`src/rtl/smm_pkg.sv`:
```
`timescale 1ns/1ps
package smm_pkg;

  typedef enum logic [2:0] {
    ST_IDLE,
    ST_WAIT_BND,
    ST_SAVE,
    ST_HANDLER,
    ST_RESTORE,
    ST_EXIT
  } smm_state_e;

  localparam logic [2:0] SEL_EVT_MASK = 3'd0;
  localparam logic [2:0] SEL_TMO_LIM  = 3'd1;
  localparam logic [2:0] SEL_WIN_BASE = 3'd2;
  localparam logic [2:0] SEL_WIN_CTL  = 3'd3;
  localparam logic [2:0] SEL_VIOL_CLR = 3'd4;

  function automatic int imax(input int a, input int b);
    return (a > b) ? a : b;
  endfunction

  // offset mask of a window of 2^lg words
  function automatic logic [31:0] win_mask(input logic [7:0] lg);
    logic [31:0] m;
    if (lg >= 8'd32) m = '1;
    else             m = (32'd1 << lg) - 32'd1;
    return m;
  endfunction

  function automatic logic in_window(input logic [31:0] addr,
                                     input logic [31:0] base,
                                     input logic [7:0]  lg);
    return ((addr ^ base) & ~win_mask(lg)) == 32'd0;
  endfunction

  function automatic logic [31:0] fold_addr(input logic [31:0] addr,
                                            input logic [31:0] base,
                                            input logic [7:0]  lg);
    logic [31:0] m;
    m = win_mask(lg);
    return (base & ~m) | (addr & m);
  endfunction

endpackage

```
`src/rtl/smm_evt_unit.sv`:
```
`timescale 1ns/1ps
module smm_evt_unit import smm_pkg::*; #(
  parameter int NE = 4,
  parameter int TW = 16
) (
  input  logic          clk,
  input  logic          rst_n,
  input  logic [NE-1:0] evt_in,
  input  logic          mask_we,
  input  logic [NE-1:0] mask_wdata,
  input  logic          lim_we,
  input  logic [TW-1:0] lim_wdata,
  input  logic          accept,
  output logic          pend,
  output logic          evt_fire,
  output logic          tmo_expire
);

  logic [NE-1:0] en_mask;
  logic [TW-1:0] lim_q;
  logic [TW-1:0] cnt_q;
  logic          src_hit;

  always_ff @(posedge clk) begin
    if (!rst_n) en_mask <= '0;
    else if (mask_we) en_mask <= mask_wdata;
  end

  assign tmo_expire = (lim_q != '0) && (cnt_q == lim_q - TW'(1));

  always_ff @(posedge clk) begin
    if (!rst_n) begin
      lim_q <= '0;
      cnt_q <= '0;
    end else if (lim_we) begin
      lim_q <= lim_wdata;
      cnt_q <= '0;
    end else if (lim_q != '0) begin
      if (tmo_expire) cnt_q <= '0;
      else            cnt_q <= cnt_q + TW'(1);
    end
  end

  assign src_hit  = |(evt_in & en_mask);
  assign evt_fire = src_hit | tmo_expire;

  always_ff @(posedge clk) begin
    if (!rst_n) pend <= 1'b0;
    else        pend <= (pend & ~accept) | evt_fire;
  end

endmodule

```
`src/rtl/smm_win_cfg.sv`:
```
`timescale 1ns/1ps
module smm_win_cfg import smm_pkg::*; #(
  parameter int AW  = 16,
  parameter int LGW = 5
) (
  input  logic           clk,
  input  logic           rst_n,
  input  logic           base_we,
  input  logic [AW-1:0]  base_wdata,
  input  logic           ctl_we,
  input  logic [LGW+1:0] ctl_wdata,
  output logic [AW-1:0]  win_base,
  output logic [LGW-1:0] win_lg,
  output logic           win_en,
  output logic           win_lock,
  output logic           cfg_drop
);

  function automatic logic [LGW-1:0] clamp_lg(input logic [LGW-1:0] v);
    return (v > LGW'(AW)) ? LGW'(AW) : v;
  endfunction

  assign cfg_drop = win_lock && (base_we || ctl_we);

  always_ff @(posedge clk) begin
    if (!rst_n) begin
      win_base <= '0;
      win_lg   <= '0;
      win_en   <= 1'b0;
      win_lock <= 1'b0;
    end else if (!win_lock) begin
      if (base_we) win_base <= base_wdata;
      if (ctl_we) begin
        win_en   <= ctl_wdata[0];
        win_lock <= ctl_wdata[1];
        win_lg   <= clamp_lg(ctl_wdata[LGW+1:2]);
      end
    end
  end

endmodule

```
`src/rtl/smm_seq.sv`:
```
`timescale 1ns/1ps
module smm_seq import smm_pkg::*; #(
  parameter int XW = 4,
  parameter int CW = 3
) (
  input  logic          clk,
  input  logic          rst_n,
  input  logic          pend,
  input  logic          ibnd_stb,
  input  logic          rsm_stb,
  output smm_state_e    state,
  output logic          accept,
  output logic          smi_req,
  output logic          smm_active,
  output logic          busy,
  output logic          save_beat,
  output logic          restore_beat,
  output logic [CW-1:0] xfer_idx
);

  smm_state_e    st_q, st_d;
  logic [CW-1:0] cnt_q, cnt_d;

  assign state        = st_q;
  assign accept       = (st_q == ST_IDLE) && pend;
  assign smi_req      = (st_q == ST_WAIT_BND) || accept;
  assign smm_active   = (st_q == ST_SAVE) || (st_q == ST_HANDLER) || (st_q == ST_RESTORE);
  assign busy         = (st_q == ST_SAVE) || (st_q == ST_RESTORE);
  // count 0 of the save phase is the announce cycle with no traffic
  assign save_beat    = (st_q == ST_SAVE) && (cnt_q != '0);
  assign restore_beat = (st_q == ST_RESTORE);
  assign xfer_idx     = save_beat ? (cnt_q - CW'(1)) : cnt_q;

  always_comb begin
    st_d  = st_q;
    cnt_d = cnt_q;
    unique case (st_q)
      ST_IDLE:     if (pend) st_d = ST_WAIT_BND;
      ST_WAIT_BND: if (ibnd_stb) begin
                     st_d  = ST_SAVE;
                     cnt_d = '0;
                   end
      ST_SAVE:     if (cnt_q == CW'(XW)) begin
                     st_d  = ST_HANDLER;
                     cnt_d = '0;
                   end else begin
                     cnt_d = cnt_q + CW'(1);
                   end
      ST_HANDLER:  if (rsm_stb) begin
                     st_d  = ST_RESTORE;
                     cnt_d = '0;
                   end
      ST_RESTORE:  if (cnt_q == CW'(XW - 1)) begin
                     st_d  = ST_EXIT;
                     cnt_d = '0;
                   end else begin
                     cnt_d = cnt_q + CW'(1);
                   end
      ST_EXIT:     st_d = ST_IDLE;
      default:     st_d = ST_IDLE;
    endcase
  end

  always_ff @(posedge clk) begin
    if (!rst_n) begin
      st_q  <= ST_IDLE;
      cnt_q <= '0;
    end else begin
      st_q  <= st_d;
      cnt_q <= cnt_d;
    end
  end

endmodule

```
`src/rtl/smm_mem_steer.sv`:
```
`timescale 1ns/1ps
module smm_mem_steer import smm_pkg::*; #(
  parameter int AW  = 16,
  parameter int DW  = 32,
  parameter int LGW = 5,
  parameter int CW  = 3
) (
  input  logic           clk,
  input  logic           rst_n,
  input  logic           save_beat,
  input  logic           restore_beat,
  input  logic           busy,
  input  logic           active,
  input  logic [CW-1:0]  xfer_idx,
  input  logic [DW-1:0]  ctx_word,
  input  logic [AW-1:0]  win_base,
  input  logic [LGW-1:0] win_lg,
  input  logic           win_en,
  input  logic           cpu_req,
  input  logic           cpu_we,
  input  logic [AW-1:0]  cpu_addr,
  input  logic [DW-1:0]  cpu_wdata,
  output logic [DW-1:0]  cpu_rdata,
  input  logic [DW-1:0]  mem_rdata,
  output logic           mem_req,
  output logic           mem_we,
  output logic [AW-1:0]  mem_addr,
  output logic [DW-1:0]  mem_wdata,
  input  logic           viol_clr,
  output logic           win_hit,
  output logic           viol_set,
  output logic           viol_flag
);

  logic [AW-1:0] slot_addr;
  logic [AW-1:0] folded;

  assign slot_addr = AW'(fold_addr(32'(xfer_idx), 32'(win_base), 8'(win_lg)));
  assign folded    = AW'(fold_addr(32'(cpu_addr), 32'(win_base), 8'(win_lg)));
  assign win_hit   = win_en && in_window(32'(cpu_addr), 32'(win_base), 8'(win_lg));

  always_comb begin
    mem_req   = 1'b0;
    mem_we    = 1'b0;
    mem_addr  = '0;
    mem_wdata = '0;
    viol_set  = 1'b0;
    if (save_beat) begin
      mem_req   = 1'b1;
      mem_we    = 1'b1;
      mem_addr  = slot_addr;
      mem_wdata = ctx_word;
    end else if (restore_beat) begin
      mem_req   = 1'b1;
      mem_addr  = slot_addr;
    end else if (busy) begin
      // processor requests are not forwarded while context moves
      mem_req   = 1'b0;
    end else if (cpu_req) begin
      if (active && win_en) begin
        mem_req   = 1'b1;
        mem_we    = cpu_we;
        mem_addr  = folded;
        mem_wdata = cpu_wdata;
      end else if (!active && win_hit) begin
        viol_set  = 1'b1;
      end else begin
        mem_req   = 1'b1;
        mem_we    = cpu_we;
        mem_addr  = cpu_addr;
        mem_wdata = cpu_wdata;
      end
    end
  end

  assign cpu_rdata = (mem_req && !mem_we) ? mem_rdata : '0;

  always_ff @(posedge clk) begin
    if (!rst_n)        viol_flag <= 1'b0;
    else if (viol_set) viol_flag <= 1'b1;
    else if (viol_clr) viol_flag <= 1'b0;
  end

endmodule

```
`src/rtl/smm_gate_top.sv`:
```
`timescale 1ns/1ps
module smm_gate_top import smm_pkg::*; #(
  parameter int N_EVT      = 4,
  parameter int AW         = 16,
  parameter int DW         = 32,
  parameter int XFER_WORDS = 4,
  parameter int TMO_W      = 16,
  localparam int CW        = $clog2(XFER_WORDS + 1),
  localparam int LGW       = $clog2(AW + 1),
  localparam int CFGW      = imax(imax(TMO_W, AW), imax(LGW + 2, N_EVT))
) (
  input  logic             clk,
  input  logic             rst_n,
  input  logic [N_EVT-1:0] evt_in,
  input  logic             cfg_we,
  input  logic [2:0]       cfg_sel,
  input  logic [CFGW-1:0]  cfg_wdata,
  input  logic             ibnd_stb,
  input  logic             rsm_stb,
  output logic             smi_req,
  output logic             smm_active,
  input  logic [DW-1:0]    ctx_word,
  output logic [CW-1:0]    xfer_idx,
  output logic             ctx_load,
  input  logic             cpu_req,
  input  logic             cpu_we,
  input  logic [AW-1:0]    cpu_addr,
  input  logic [DW-1:0]    cpu_wdata,
  output logic [DW-1:0]    cpu_rdata,
  output logic             mem_req,
  output logic             mem_we,
  output logic [AW-1:0]    mem_addr,
  output logic [DW-1:0]    mem_wdata,
  input  logic [DW-1:0]    mem_rdata,
  output logic             viol_flag
);

  // named internal events, also used by the bound checker
  smm_state_e     state;
  logic           pend, accept, evt_fire, tmo_expire;
  logic           busy, save_beat, restore_beat;
  logic           win_en, win_lock, win_hit, cfg_drop;
  logic [AW-1:0]  win_base;
  logic [LGW-1:0] win_lg;
  logic           viol_set, viol_clr;
  logic           mask_we, lim_we, base_we, ctl_we;

  assign mask_we  = cfg_we && (cfg_sel == SEL_EVT_MASK);
  assign lim_we   = cfg_we && (cfg_sel == SEL_TMO_LIM);
  assign base_we  = cfg_we && (cfg_sel == SEL_WIN_BASE);
  assign ctl_we   = cfg_we && (cfg_sel == SEL_WIN_CTL);
  assign viol_clr = cfg_we && (cfg_sel == SEL_VIOL_CLR) && cfg_wdata[0];

  smm_evt_unit #(.NE(N_EVT), .TW(TMO_W)) i_evt (
    .clk        (clk),
    .rst_n      (rst_n),
    .evt_in     (evt_in),
    .mask_we    (mask_we),
    .mask_wdata (cfg_wdata[N_EVT-1:0]),
    .lim_we     (lim_we),
    .lim_wdata  (cfg_wdata[TMO_W-1:0]),
    .accept     (accept),
    .pend       (pend),
    .evt_fire   (evt_fire),
    .tmo_expire (tmo_expire)
  );

  smm_win_cfg #(.AW(AW), .LGW(LGW)) i_cfg (
    .clk        (clk),
    .rst_n      (rst_n),
    .base_we    (base_we),
    .base_wdata (cfg_wdata[AW-1:0]),
    .ctl_we     (ctl_we),
    .ctl_wdata  (cfg_wdata[LGW+1:0]),
    .win_base   (win_base),
    .win_lg     (win_lg),
    .win_en     (win_en),
    .win_lock   (win_lock),
    .cfg_drop   (cfg_drop)
  );

  smm_seq #(.XW(XFER_WORDS), .CW(CW)) i_seq (
    .clk          (clk),
    .rst_n        (rst_n),
    .pend         (pend),
    .ibnd_stb     (ibnd_stb),
    .rsm_stb      (rsm_stb),
    .state        (state),
    .accept       (accept),
    .smi_req      (smi_req),
    .smm_active   (smm_active),
    .busy         (busy),
    .save_beat    (save_beat),
    .restore_beat (restore_beat),
    .xfer_idx     (xfer_idx)
  );

  smm_mem_steer #(.AW(AW), .DW(DW), .LGW(LGW), .CW(CW)) i_steer (
    .clk          (clk),
    .rst_n        (rst_n),
    .save_beat    (save_beat),
    .restore_beat (restore_beat),
    .busy         (busy),
    .active       (smm_active),
    .xfer_idx     (xfer_idx),
    .ctx_word     (ctx_word),
    .win_base     (win_base),
    .win_lg       (win_lg),
    .win_en       (win_en),
    .cpu_req      (cpu_req),
    .cpu_we       (cpu_we),
    .cpu_addr     (cpu_addr),
    .cpu_wdata    (cpu_wdata),
    .cpu_rdata    (cpu_rdata),
    .mem_rdata    (mem_rdata),
    .mem_req      (mem_req),
    .mem_we       (mem_we),
    .mem_addr     (mem_addr),
    .mem_wdata    (mem_wdata),
    .viol_clr     (viol_clr),
    .win_hit      (win_hit),
    .viol_set     (viol_set),
    .viol_flag    (viol_flag)
  );

  assign ctx_load = restore_beat;

endmodule

```
`config.mk`:
```
export PLATFORM = sky130hd
export DESIGN_NAME = smm_gate_top
export DESIGN_NICKNAME = d
export VERILOG_FILES = /design/src/rtl/smm_pkg.sv /design/src/rtl/smm_evt_unit.sv /design/src/rtl/smm_win_cfg.sv /design/src/rtl/smm_seq.sv /design/src/rtl/smm_mem_steer.sv /design/src/rtl/smm_gate_top.sv
export SDC_FILE = /design/constraint.sdc
export NUM_CORES = 1
export LEC_CHECK = 0
export ABC_AREA = 1
export BUFFER_PORTS_ARGS = -buffer_cell sky130_fd_sc_hd__buf_2
export CORE_UTILIZATION = 50
export CTS_CLUSTER_DIAMETER = 150
export DETAILED_ROUTE_END_ITERATION = 16
export HOLD_SLACK_MARGIN = 0.03
export PLACE_DENSITY_LB_ADDON = 0.12
export SYNTH_ARGS = -nofsm -noshare
export SYNTH_HDL_FRONTEND = slang
export SYNTH_SLANG_ARGS = --single-unit
```
`constraint.sdc`:
```
create_clock -name clk -period 4.8 [get_ports clk]
set_input_delay 0.96 -clock clk [delete_from_list [all_inputs] [get_ports clk]]
set_output_delay 0.96 -clock clk [all_outputs]
set_load 0.02 [all_outputs]
```
==> run metrics <==
post-route ant nets 0; gpl congestion between 1 and 1.5; full die area ~11000 sq um; via density per instance between 5 and 6; first-pass GRT wire length 25.0 mm; remaining global-route overflow 0; hold wc startpoint i_evt.en_mask[3]; HPWL after DPL ~12 mm; Final WS setup roughly 0.47 ns; Seq pwr share about 32%; flop2flop setup slack around 2.2 ns; Setup crit end kind primary output; CP dominant cell by count nor2_1; # resized after CTS 0; max incr delay on CP 0.40 ns; worst r2r dst i_evt.cnt_q[14]; CP Depth 17; DR vias about 6300; Worst slew margin 44.9%; Sink Count 67; Post-Syn Area between 5000 and 6000 sq um; Routed WL approximately 15 mm; internal power about 1.1 mW; Static Leak roughly 3.6 nW; async set-reset flop share out of synthesis 0%; Cells after Synth roughly 900; clk slew on worst S/H paths 0.08 ns; R2R Path Start i_evt.lim_q[0]; hold_buf cts 0; initial DRC count a little under 400; CP startpoint i_cfg.win_lg[4]; Yosys cell types 41; area grow syn2layout 25.6%; num rows 37; P per Cell Area approximately 290 nW/um^2; worst hold path class reg2reg; Slew Limit Fails 0; layout cell share with drive strength beyond 1 around a quarter; RSZ-0062 raised after global routing no; endpoints failing setup 0; CTS Root Cell clkbuf_8; H-tree levels 3; critical path launch point type flop; Cell Chain, Critical Path nor2_4 > nand2_2 > nor2_1 > inv_1 > ha_1 > inv_1 > nor2_1 > nor2_1 > nand2_1 > nor2_1 > nand3_1 > nor2_2 > nand3_2 > nand3_2 > nand3_4 > nor2_2 > buf_2; TritonCTS clock tree yes; Setup CP Type reg2out; post-CTS setup buffer count 0; initial core utilization approximately half; Max-Cap Viols 0; Routed WL per cell about 12 microns; vias in the first global route ~5400; Switching Share between 40% and 50%; crit path to cpu_rdata[6]; later-pin clock latency in the skew report around 0.35 ns; CP required approximately 3.8 ns; boundary pin count approximately 230; die height approximately 110 microns; sequential element share of the synthesized area ~25%; top_reg_cell synth dfxtp_1; critical path arrival 3.37 ns; total CTS buffers 9; synthesized net count around 1100; chip width ~110 microns; status finished clean; largest net degree at the start of global routing 40; Syn Area/Cell slightly below 6 sq um; clock network fraction of design power a little over a fifth; final setup TNS 0 ns; Final Hold Viols 0; port bufs 230; Synth warnings 0; CP max-delay cell nand3_4; skew final between 0.008 and 0.009 ns; Logic pwr share between 40% and 50%; Final #Nets between 1000 and 1500; post-layout min period roughly 4.3 ns; Core ar. around 10000 sq um; GRT Resource Usage Total 27.6%; Top delay family on crit path simple AND/OR/NAND/NOR gates; worst slack at placement 0.829 ns; Sw Pwr 0.858 mW; drt first pass iters 6; #FFs+latches synth 67; crit path max fanout 32; initial antenna violation count 0; Post-synth EDFFs 0; maximum VDD drop 0.000301 V; Worst Path Buf+Inv 3; # DRC 0; reg2reg path depth 12; crit share post-route roughly nine tenths; ANT cells 0; Max clock buf depth 2; worst slew pin tran between 0.8 and 0.9 ns; FMAX roughly 230 MHz
cells in the final DEF (no fill, tap or decap), drive strengths merged:
cell type  instances
nor3              19
o21ai             91
a21oi             50
o21bai             1
clkinvlp           3
buf              234
clkinv             4
dfxtp             67
clkbuf             9
a211oi             1
ha                 8
nor4               1
a22oi              1
a22o               1
xor2              31
xnor2              9
inv              116
a221oi             1
nand2            230
and3               1
nand3b             1
a31oi              3
o22ai              3
nand3             80
nand4             13
o211ai             2
nor3b              1
nor2             136
and2               1
or2                3
worst register-to-register path, delay by kind of cell, from the launching register on:
kind | cells | cell delay [ns]
simple gates | 10 | 1.84
fa+ha+maj | 1 | 0.24
buf+inv | 1 | 0.10
flops | 1 | 0.31
routing by layer:
layer  routed length, microns  share of wire (%)  GRT usage (%)
met1                     6940                 45           34.8
met2                     7400                 48           47.6
met4                      217                1.4           8.55
met5                        0                  0              0
met3                      931                6.0           5.07
registers in the layout, indices dropped and copies added, names as in the netlist:
signal             cells
i_seq.state            3
i_cfg.win_base        16
i_evt.en_mask          4
i_cfg.win_lg           5
i_evt.lim_q           16
i_evt.cnt_q           16
i_steer.viol_flag      1
i_cfg.win_en           1
i_cfg.win_lock         1
i_seq.cnt_q            3
i_evt.pend             1
through the flow:
stage               area, sq um  hold slack [ns]  power (mW)  utilization (%)  cells
floorplan                  5340            0.441        1.25                -    901
detailed placement         6530            0.460        1.50             63.3   1241
CTS                        6710            0.473        1.93             65.0   1257
finish                     6710            0.471        1.91             65.0   1257
global placement           6530            0.457        1.50             63.3   1241
global route               6710            0.484        2.05             65.0   1257
cells by family after synthesis:
kind of cell,count (synthesis),share of synthesized area [%]
DFF,67,25.1
AOI/OAI and AO/OA,154,14.9
and+or+nand+nor,486,40.4
xor gates and xnor gates,40,6.56
buffers and inverters,146,11.2
adders and majority gates,8,1.87
Yosys cell counts (all sizes together) (2+ instances only):
library cell | instances | area [sq um]
nand3 | 80 | 438
nand4 | 13 | 81.3
xnor2 | 9 | 78.8
buf | 9 | 81.3
nor3 | 19 | 95.1
clkbuf | 21 | 80.1
inv | 115 | 432
xor2 | 31 | 272
or2 | 3 | 18.8
nor2 | 136 | 608
dfxtp | 67 | 1340
o22ai | 3 | 18.8
a21oi | 50 | 250
o21ai | 91 | 455
ha | 8 | 100
nand2 | 230 | 881
o211ai | 2 | 15.0
a31oi | 3 | 18.8
layout make-up:
type,count,area [sq um]
repair buffers,234,1180
well taps,136,170
clock buffers,9,124
fillers,1040,3610
flip-flops and latches,67,1340
multi-input cells,688,3400
inverters,116,435
clock inverters,7,53.8
power by group through the flow:
stage | logic [mW] | registers, mW | clock network (mW)
finish | 0.882 | 0.613 | 0.418
global route | 0.978 | 0.617 | 0.451
CTS | 0.882 | 0.613 | 0.430
detailed placement | 0.879 | 0.625 | 0
global placement | 0.875 | 0.625 | 0
floorplan | 0.633 | 0.617 | 0
worst min-delay path by stage:
| stage | endpoint | cells past startpoint |
|---|---|---|
| global placement | i_evt.en_mask[3] | 2 |
| finish | i_evt.en_mask[3] | 2 |
| detailed placement | i_evt.en_mask[3] | 2 |
| floorplan | i_evt.en_mask[3] | 2 |
| global route | i_evt.en_mask[3] | 2 |
| CTS | i_evt.en_mask[3] | 2 |
Note: power is estimated with default switching activity, not from simulation.
